`src/rtl/tbx_move_gate.sv`:
```
// Module: move request qualifier.
// Registers a one-hot sent pulse when all four move conditions hold, and a
// one-cycle failure flag otherwise. Assumes at most one write per cycle.
module tbx_move_gate #(
    parameter int NUM_CORES = 4,
    parameter int IDX_W     = 2
) (
    input  logic                 clk,
    input  logic                 rst_n,
    input  logic                 move_wr,
    input  logic                 cmd_bit,
    input  logic                 tod_running,
    input  logic                 tgt_valid,
    input  logic [IDX_W-1:0]     tgt_idx,
    input  logic [NUM_CORES-1:0] core_ready,
    output logic [NUM_CORES-1:0] sent_q,
    output logic                 fail_q
);
    logic                 go;
    logic [NUM_CORES-1:0] onehot;

    // all four move conditions together
    assign go     = move_wr && cmd_bit && tod_running && tgt_valid && core_ready[tgt_idx];
    assign onehot = NUM_CORES'(1) << tgt_idx;

    // register the pulse or the failure for exactly one cycle
    always_ff @(posedge clk) begin
        if (!rst_n) begin
            sent_q <= '0;
            fail_q <= 1'b0;
        end else begin
            sent_q <= go ? onehot : '0;
            fail_q <= move_wr && !go;
        end
    end

    // pulse is at most one-hot
    a_r8_sent_onehot: assert property (@(posedge clk) disable iff (!rst_n)
        $onehot0(sent_q));
    // a pulse only goes to a core that was ready
    a_r8_sent_ready: assert property (@(posedge clk) disable iff (!rst_n)
        (|sent_q) |-> (($past(core_ready) & sent_q) == sent_q));
    // a move while not running is refused
    a_r9_not_running: assert property (@(posedge clk) disable iff (!rst_n)
        (move_wr && !tod_running) |=> (sent_q == '0) && fail_q);
    // pulse and failure never coincide
    a_r9_exclusive: assert property (@(posedge clk) disable iff (!rst_n)
        !((|sent_q) && fail_q));
endmodule

```
`config.mk`:
```
export PLATFORM = sky130hd
export DESIGN_NAME = tbx_move_gate
export DESIGN_NICKNAME = d
export VERILOG_FILES = /design/src/rtl/tbx_move_gate.sv
export SDC_FILE = /design/constraint.sdc
export NUM_CORES = 1
export LEC_CHECK = 0
export ABC_AREA = 1
export BUFFER_PORTS_ARGS = -buffer_cell sky130_fd_sc_hd__buf_2
export CAP_MARGIN = 25
export CORE_AREA = 2 2 39 41
export DETAILED_ROUTE_END_ITERATION = 8
export DIE_AREA = 0 0 41 43
export GPL_ROUTABILITY_DRIVEN = 0
export HOLD_SLACK_MARGIN = 0.1
export PLACE_DENSITY_LB_ADDON = 0.2
export SYNTH_ARGS = -nofsm -noshare
export SYNTH_HDL_FRONTEND = slang
export SYNTH_SLANG_ARGS = --single-unit
```
`constraint.sdc`:
```
create_clock -name clk -period 0.8 [get_ports clk]
set_input_delay 0.04 -clock clk [delete_from_list [all_inputs] [get_ports clk]]
set_output_delay 0.04 -clock clk [all_outputs]
set_load 0.02 [all_outputs]
```
Word-level counts from Yosys, hierarchy flattened
Cells that the tools add are included.
Widths: inputs -> output; s select.

operators by class
  $lt $le $gt $ge = 1
  shift-type cells = 1
  mux-type cells = 2
  reductions and logical operators = 7

operators with widths
  cell                 count
  $logic_and 1x1->1    5
  $shl 1x2->4 const A  1
  $lt 2x3->1 const B   1
  $bmux 1 s2           1
  $reduce_and 2->1     1
  $logic_not 1->1      1
  $mux 1               1

word-level totals
  register bits = 5
  input port bits = 12
  logic and storage cells = 13

Longest topological paths before layout
Gate-level depths: netlist of the first run.

  depth after elaboration = 6
  mapped depth = 8
  depth with buffers taken out = 8

Least setup slack after synthesis of the first run
OpenSTA, ideal clock, no wires.

  path type = input -> register
  start point = in tgt_idx[0]
  end point = reg fail_q
  data arrival time = 418 ps
  data required time = 690 ps
  slack = 272 ps
  cell stages on the path = 8
  path through = inv_2 > nand2_1 > nand2_1 > nand2_1 > nand2_2 > nand2_1 > nand3_1 > inv_1

on the way
  longest elaborated chain between the ends = 5

RTL lines
  element                       line  text
  from (decl)                   14    input logic [IDX_W-1:0] tgt_idx,
  $bmux 1 s2                    23    assign go = move_wr && cmd_bit && tod_running && tgt_valid && core_ready[tgt_idx];
  $mux 1 (implied by the code)  23
  $logic_and 1x1->1             23
  $logic_not 1->1               33    fail_q <= move_wr && !go;
  $logic_and 1x1->1             33
  to (signal assigned)          33
  to (decl)                     17    output logic fail_q

No other way between the ends. The select of a mux whose other input is x is not followed.
A chain may end at the register's enable or synchronous reset.

Worst setup path after layout of the first run
  start point = reg fail_q
  end point = out fail_q

No word-level cell between the ends.

==> results of run 1 <==
==> registers in the layout (all words and copies together) (netlist names) <==
register,count
sent_q,4
fail_q,1
==> area by class of cell <==
class	count	area, um2	share of cell area (%)
Sequential cell	5	100.1	27.30
Timing Repair Buffer	19	115.1	31.40
Tap cell	16	20.02	5.461
Clock buffer	4	26.28	7.167
Inverter	5	18.77	5.119
Multi-Input combinational cell	19	86.33	23.55
==> worst min-delay path, stage by stage <==
cell	delay, ns
buf_2	0.12
nand4_1	0.11
nor2_1	0.04
==> per-layer routing <==
layer / share of wire [%] / global-route usage (%) / wire (um)
met1: 40 / 7.717 / 188
met2: 52 / 11.25 / 248
met3: 7.6 / 3.141 / 36
met4: 0 / 8.000 / 0
met5: 0 / 0 / 0
==> kinds of logic after synthesis <==
logic type             count (synthesis)
DFF                                    5
buffers and inverters                  5
and+or+nand+nor                       19
==> Yosys cell counts (all sizes together) <==
| cell | number |
|---|---|
| nand2 | 10 |
| nor2 | 5 |
| nand4 | 2 |
| nand3 | 2 |
| dfxtp | 5 |
| inv | 5 |
==> timing repair <==
action                                  4_1_cts  5_1_grt
hold buffers                                  4        0
endpoints found under the hold margin         3        0
endpoints found under the setup margin        0        2
==> stage by stage <==
stage                     std cells  power [mW]  utilization, %  area, um2  worst slack [ns]
after floorplan                  29      0.2920               -      205.2            0.2716
after global placement           61      0.3305           22.06      305.3           0.03378
after CTS                        69      0.6463           26.85      371.6           0.05800
after global routing             68      0.6745           26.49      366.6           0.02024
after detailed placement         61      0.3321           22.06      305.3           0.01945
final                            68      0.6295           26.49      366.6           0.07297
==> worst max path at each step <==
| stage | from | endpoint | slack [ns] | depth (start not counted) |
|---|---|---|---|---|
| final | fail_q$_SDFF_PN0_ | fail_q | 0.07 | 1 |
| after global routing | rst_n | sent_q[2]$_SDFF_PN0_ | 0.02 | 3 |
| after CTS | sent_q[2]$_SDFF_PN0_ | sent_q[2] | 0.06 | 1 |
| after detailed placement | tgt_idx[0] | sent_q[2]$_SDFF_PN0_ | 0.02 | 8 |
| after global placement | tgt_idx[0] | sent_q[3]$_SDFF_PN0_ | 0.03 | 8 |
| after floorplan | tgt_idx[0] | fail_q$_SDFF_PN0_ | 0.27 | 8 |
==> power by group through the flow <==
stage               Sequential (mW)  Clock (mW)  Combinational (mW)
finish                        0.254       0.291              0.0845
global route                  0.254       0.322              0.0984
CTS                           0.254       0.304              0.0880
detailed placement            0.259           0              0.0734
global placement              0.259           0              0.0719
floorplan                     0.263           0              0.0286
==> flow_summary.yaml, run 1 <==
status:
  status: "finished clean"
timing:
  setup_tns_ns: 0
  maxSlewViolCount: 0
  setup_viol: 0
  relSlewSlack_pct: 88.14
  fin_hold_ws_ns: 0.1288
  max_freq_mhz: 1375
  min_period_ns: 0.7270
  hold_viol: 0
  worst_slew_pin_slew_ns: 0.1773
  rsz0062_at_grt: "false"
  post-route-period-util_pct: 90.88
synth:
  yosys_warnings: 0
  synthAdderAreaFrac_pct: 0
  synthCells: 29
  synth_area_leaders: "dfxtp_1, nand2_1, nor2_1"
  synth_xor_area_share_pct: 0
  syn_area_per_cell_um2: 7.076
  ys_seq_area_share_pct: 48.78
  synth_area_um2: 205.2
  synth-seq-cells: 5
  synth_top_family_by_area: "simple AND/OR/NAND/NOR gates"
  synth_top_area_cell: "dfxtp_1"
  muxShareOfSynthArea_pct: 0
  synth_cell_types: 9
  synth_top_area_share_pct: 48.78
  synth_compound_area_share_pct: 0
  synth_simple_gate_area_share_pct: 42.07
  synth_fp_nets: 41
layout:
  finalNetCount: 65
  layout-drive-gt1-share_pct: 40.38
  layout_commonest_cell: "buf_2"
  syn2layout_area_growth_pct: 78.66
  layout_common_cells: "buf_2, nand2_1, nor2_1, dfxtp_1"
  fill_cells: 163
  antenna-diode-count: 0
pwr:
  seqPwrFrac_pct: 40.4
  p_comb_share_pct: 13.4
  p_int_uw: 486.7
  power.density_nw_per_um2: 1717
  netSwitchingPower_uw: 142.9
  ir_worst_vdd_uv: 323.2
  swShare_pct: 22.69
  p_clk_share_pct: 46.2
  p_leak_nw: 0.2072
critical_path:
  cp_max_fo: 1
  crit_family: "flip-flops"
  crit_type: "reg2out"
  worst_ep_arrival_time_ns: 0.69
  slowest_stage: "dfxtp_1"
  end_kind: "output port"
  critical-path-max-stage-delay_ns: 0.30
  critPathBufInv: 1
  crit_path_cell_trace: "buf_2"
  crit_required_ns: 0.76
  start_kind: "register"
min_path:
  min-delay-path-class: "in2reg"
  hold_depth: 3
  worstHoldStart: "tgt_idx[1]"
  min_to: "sent_q[3]$_SDFF_PN0_"
detailed_routing:
  vias: 257
  routed_via_density: 3.779
  postRouteAntennaNets: 0
  drc_errors: 0
  finalWirelength_um: 473
  dr.pass1.iters: 4
  drtIter0Drc: 7
  routedWlPerCell_um: 6.956
run:
  cap_violations: 0
floorplanning:
  rows: 14
  design.core.area_um2: 1384
  dieArea_um2: 1763
  fp.dieH_um: 43
  io_pins: 17
  start_util_pct: 14.83
  die_w_um: 41
clocking:
  cts_resized: 0
  numCtsBuffers: 3
  cts_buffer_depth: 2
  cts_root_buffer: "clkbuf_4"
  postCtsSetupBuffers: 0
  clock-sinks: 5
  clkTransAtPathRegs_ns: 0.04
  cts_tree: "done"
  htree_num_levels: 1
grt:
  grt_usage_pct: 7.831
  antenna_found_initial: 0
  grt_pass1_wl_um: 883
  grt_max_degree: 5
  gr-total-overflow: 0
  grt_pass1_vias: 254
placement:
  dp_hpwl_um: 401.4
  port_buffers: 16
(Power assumes the default switching activity.)
==> run 2, diff against run 1 <==
--- a/config.mk
+++ b/config.mk
@@ -5,7 +5,6 @@
 export SDC_FILE = /design/constraint.sdc
 export NUM_CORES = 1
 export LEC_CHECK = 0
-export ABC_AREA = 1
 export BUFFER_PORTS_ARGS = -buffer_cell sky130_fd_sc_hd__buf_2
 export CAP_MARGIN = 25
 export CORE_AREA = 2 2 39 41
@@ -14,6 +13,7 @@
 export GPL_ROUTABILITY_DRIVEN = 0
 export HOLD_SLACK_MARGIN = 0.1
 export PLACE_DENSITY_LB_ADDON = 0.2
+export SETUP_SLACK_MARGIN = 0.05
 export SYNTH_ARGS = -nofsm -noshare
 export SYNTH_HDL_FRONTEND = slang
 export SYNTH_SLANG_ARGS = --single-unit
==> run 2 against run 1 <==
Against the previous run: critical path depth unchanged; sequential cell count stayed put; utilization rose by 1.4 points; wire length increased by 2.3%; highest routed layer unchanged.
==> flow_summary.yaml, run 2 <==
detailed_routing:
  routed_via_density: 3.677
  finalWirelength_um: 484
  drtIter0Drc: 1
  routedWlPerCell_um: 7.806
  dr.pass1.iters: 2
  postRouteAntennaNets: 0
  drc_errors: 0
  vias: 228
critical_path:
  crit_type: "reg2out"
  cp_max_fo: 1
  end_kind: "output port"
  slowest_stage: "dfxtp_1"
  crit_family: "flip-flops"
  worst_ep_arrival_time_ns: 0.67
  crit_required_ns: 0.76
  critPathBufInv: 1
  critical-path-max-stage-delay_ns: 0.29
  crit_path_cell_trace: "buf_4"
  start_kind: "register"
  crit_path_start: "fail_q$_SDFF_PN0_"
synth:
  synth-seq-cells: 5
  synth_most_common_cell: "dfxtp_1"
  yosys_warnings: 0
  synthAdderAreaFrac_pct: 0
  muxShareOfSynthArea_pct: 0
  synth_area_um2: 206.4
  synth_compound_area_share_pct: 2.424
  synth_simple_gate_area_share_pct: 49.09
  synth_cell_types: 15
  synthTopCellsByCount: "dfxtp_1, nand2_1, nor2_1"
  synth_top_area_share_pct: 48.48
  postSynth.asyncResetShare_pct: 0
  synth_fp_nets: 34
  synth_area_leaders: "dfxtp_1, nand2b_4, and4_4"
  synthCells: 22
  synth_xor_area_share_pct: 0
  syn_area_per_cell_um2: 9.384
  synth-edff-count: 0
  synth_top_family_by_area: "simple AND/OR/NAND/NOR gates"
  ys_seq_area_share_pct: 48.48
  synth_top_area_cell: "dfxtp_1"
  synthFlopType: "dfxtp_1"
layout:
  layout-drive-gt1-share_pct: 58.70
  layout_commonest_cell: "buf_2"
  fill_cells: 151
  final_design_area_no_fill_um2: 386.6
  antenna-diode-count: 0
  regMostFlops: "sent_q"
  syn2layout_area_growth_pct: 87.27
  finalNetCount: 59
  biggestRegsByFlops: "sent_q: 4 flops, fail_q: 1 flops"
  largest_register_ffs: 4
  layout_common_cells: "buf_2, buf_4, dfxtp_1, nand2_1, clkbuf_4"
floorplanning:
  start_util_pct: 14.92
  fp.dieH_um: 43
  design.core.area_um2: 1384
  io_pins: 17
  die_w_um: 41
  dieArea_um2: 1763
  rows: 14
clocking:
  clkTransAtPathRegs_ns: 0.04
  cts_buffer_depth: 2
  cts_tree: "done"
  postCtsSetupBuffers: 0
  htree_num_levels: 1
  cts_root_buffer: "clkbuf_4"
  holdBufCountCts: 1
  clock-sinks: 5
  numCtsBuffers: 3
grt:
  gr-total-overflow: 0
  antenna_found_initial: 0
  grt_usage_pct: 7.924
  grt_pass1_vias: 218
  grt_pass1_wl_um: 848
  grt_max_degree: 6
run:
  cap_violations: 0
timing:
  min_period_ns: 0.7068
  hold_viol: 0
  max_freq_mhz: 1415
  worst_slew_pin_slew_ns: 0.2709
  post-route-period-util_pct: 88.35
  maxSlewViolCount: 0
  fin_hold_ws_ns: 0.03420
  setup_viol: 0
  relSlewSlack_pct: 81.69
  rsz0062_at_grt: "false"
min_path:
  worstHoldStart: "tgt_idx[0]"
  min-delay-path-class: "in2reg"
pwr:
  p_total_uw: 631.0
  ir_worst_vdd_uv: 381.5
  power.density_nw_per_um2: 1632
  p_leak_nw: 0.1857
placement:
  port_buffers: 16
  placed_area_um2: 339.1
  dp_hpwl_um: 420.8
status:
  status: "finished clean"
-- run 2: cell types whose count changed in the layout (fill, tap and decap cells not counted), sizes merged, moves of 2 or more --
cell and delta:
buf +5, nor2 -3, nand2 -7, inv -5, dlygate4sd3 -4, and2 +2
-- run 2: worst paths after layout --
path	end	slack, ns	cells past startpoint
worst max-delay path	fail_q	0.09	1
worst min-delay path	sent_q[2]$_SDFF_PN0_	0.03	2
-- run 2: area by class of cell --
type / instances / area (um2) / area share [%]
Clock buffer: 4 / 26.28 / 6.796
Multi-Input combinational cell: 17 / 108.9 / 28.16
Sequential cell: 5 / 101.3 / 26.21
Tap cell: 16 / 20.02 / 5.178
Timing Repair Buffer: 20 / 130.1 / 33.66
-- run 2: routing by layer --
layer	track usage, %	share of wire, %	vias to the layer above
met3	5.236	15	0
met5	0	0	-
met4	8.000	0	0
li1	-	-	125
met1	8.333	42	88
met2	9.688	43	15
-- run 2: cell families after synthesis --
group / Yosys count
AND/OR/NAND/NOR: 16
flip-flops: 5
AO/OA/AOI/OAI: 1
-- run 2: report_power, final --
| part | switching, mW | internal (mW) |
|---|---|---|
| Sequential | 0.00131 | 0.256 |
| Combinational | 0.0389 | 0.0566 |
| Clock | 0.0906 | 0.188 |
-- run 2: repair_timing --
action / 4_1_cts / 5_1_grt
setup endpoints to repair: 0 / 6
hold endpoints to repair: 3 / 3
resized for setup: 0 / 8
-- run 2: stage by stage --
step | std cells | setup slack [ns] | setup TNS [ns] | util (%)
2_1_floorplan | 22 | 0.06180 | 0 | -
3_3_place_gp | 58 | -0.07547 | -0.07547 | 24.50
4_1_cts | 63 | 0.06519 | 0 | 27.12
6_report | 62 | 0.09323 | 0 | 27.94
3_5_place_dp | 58 | -0.07248 | -0.07248 | 24.50
5_1_grt | 62 | 0.05155 | 0 | 27.94
==> run 3, diff against run 2 <==
--- a/config.mk
+++ b/config.mk
@@ -12,7 +12,7 @@
 export DIE_AREA = 0 0 41 43
 export GPL_ROUTABILITY_DRIVEN = 0
 export HOLD_SLACK_MARGIN = 0.1
-export PLACE_DENSITY_LB_ADDON = 0.2
+export PLACE_DENSITY_LB_ADDON = 0.05
 export SETUP_SLACK_MARGIN = 0.05
 export SYNTH_ARGS = -nofsm -noshare
 export SYNTH_HDL_FRONTEND = slang
==> constraint.sdc (replaced) <==
create_clock -name clk -period 0.9 [get_ports clk]
set_input_delay 0.045 -clock clk [delete_from_list [all_inputs] [get_ports clk]]
set_output_delay 0.045 -clock clk [all_outputs]
set_load 0.02 [all_outputs]
==> run 3 against run 2 <==
Against the previous run: non-clock buffer count grew 1; sequential share of layout area grew 0.10 points; clock power shrank 9.4%; combinational power shrank 12%; sequential cell count is the same; design area shrank 1.6%; global-route usage shrank 0.70 points; setup slack gained 0.035 ns; cell count grew 1.6%; count of clock-buffer cells in the layout is the same; highest routed layer unchanged.
==> flow_summary.yaml, run 3 (synthesized netlist as in run 2, its figures left out) <==
status:
  status: "finished clean"
detailed_routing:
  routed_via_density: 3.714
  dr.pass1.iters: 3
  routedWlPerCell_um: 8.524
  drc_errors: 0
  finalWirelength_um: 537
  drtIter0Drc: 3
  vias: 234
  postRouteAntennaNets: 0
clocking:
  clock-sinks: 5
  cts_buffer_depth: 2
  htree_num_levels: 1
  cts_tree: "done"
  postCtsSetupBuffers: 0
  numCtsBuffers: 3
  cts_root_buffer: "clkbuf_4"
  clkTransAtPathRegs_ns: 0.04
grt:
  gr-total-overflow: 0
  grt_usage_pct: 7.222
  grt_pass1_wl_um: 786
  antenna_found_initial: 0
  grt_max_degree: 5
  grt_pass1_vias: 231
critical_path:
  crit_family: "buffers and inverters"
  crit_path_cell_trace: "buf_2 > dlygate4sd3_1 > nor3_1"
  critical-path-max-stage-delay_ns: 0.57
  start_kind: "input port"
  cp_max_fo: 4
  end_kind: "register"
  worst_ep_arrival_time_ns: 0.93
  critPathBufInv: 2
  slowest_stage: "dlygate4sd3_1"
  crit_type: "in2reg"
  crit_required_ns: 1.06
floorplanning:
  start_util_pct: 14.92
  io_pins: 17
  fp.dieH_um: 43
  rows: 14
  design.core.area_um2: 1384
  dieArea_um2: 1763
  die_w_um: 41
run:
  cap_violations: 0
layout:
  biggestRegsByFlops: "sent_q: 4 flops, fail_q: 1 flops"
  fin_util_pct: 27.49
  layout_commonest_cell: "buf_2"
  regMostFlops: "sent_q"
  layout_common_cells: "buf_2, dfxtp_1, dlygate4sd3_1, nand2_1, clkbuf_4"
  syn2layout_area_growth_pct: 84.24
  antenna-diode-count: 0
  layout-drive-gt1-share_pct: 46.81
  largest_register_ffs: 4
  finalNetCount: 60
timing:
  setup_viol: 0
  rsz0062_at_grt: "false"
  max_freq_mhz: 1296
  relSlewSlack_pct: 85.76
  post-route-period-util_pct: 85.76
  min_period_ns: 0.7718
  fin_hold_ws_ns: 0.1170
  hold_viol: 0
  worst_slew_pin_slew_ns: 0.2106
  maxSlewViolCount: 0
pwr:
  power.density_nw_per_um2: 1483
  ir_worst_vdd_uv: 276.4
  p_leak_nw: 0.1808
placement:
  port_buffers: 16
  dp_hpwl_um: 424.2
min_path:
  min-delay-path-class: "in2reg"
==> run 3: through the flow <==
stage | instances | total power [mW] | TNS, ns | worst slack (ns) | cell area (um2)
6_report | 63 | 0.5640 | 0 | 0.1282 | 380.4
3_3_place_gp | 55 | 0.3024 | -0.06965 | -0.06965 | 314.1
3_5_place_dp | 55 | 0.3029 | -0.07495 | -0.07495 | 314.1
4_1_cts | 63 | 0.5804 | 0 | 0.1412 | 380.4
5_1_grt | 63 | 0.5973 | 0 | 0.07567 | 380.4
2_1_floorplan | 22 | 0.2629 | 0 | 0.07361 | 206.4
==> run 3: worst paths after layout <==
check                 slack (ns)              endpoint  depth (start not counted)         from
worst max-delay path        0.13  sent_q[2]$_SDFF_PN0_                          3   tgt_idx[0]
worst min-delay path        0.12  sent_q[3]$_SDFF_PN0_                          3  tod_running
==> run 3: power by group <==
group	internal, mW	total, mW	switching, mW
clock	0.167	0.252	0.0844
combinational	0.0493	0.0844	0.0351
sequential	0.227	0.228	0.000733
total	0.444	0.564	0.120
==> run 3: area by class of cell <==
class                   count  area, um2
clock buffers               4      26.28
fillers                   158       1003
multi-input cells          17      106.4
flip-flops and latches      5      100.1
well taps                  16      20.02
repair buffers             21      127.6
==> run 3: routing by layer <==
metal  part of all wire [%]  wire [um]  vias up  global-route usage (%)
met5                      0          0        -                       0
met4                      0          0        0                   10.00
met3                     13         71        0                   1.571
met2                     49        265       13                   10.63
met1                     37        201       94                   6.410
li1                       -          -      127                       -
==> run 3: repair_timing <==
item | in CTS | in global routing
gates resized for setup | 0 | 0
hold buffers | 4 | 0
endpoints found under the hold margin | 3 | 0
==> run 3: tightest hold or removal path, stage by stage <==
cell,delay (ns)
buf_2,0.11
nand4_1,0.11
nor2_1,0.05
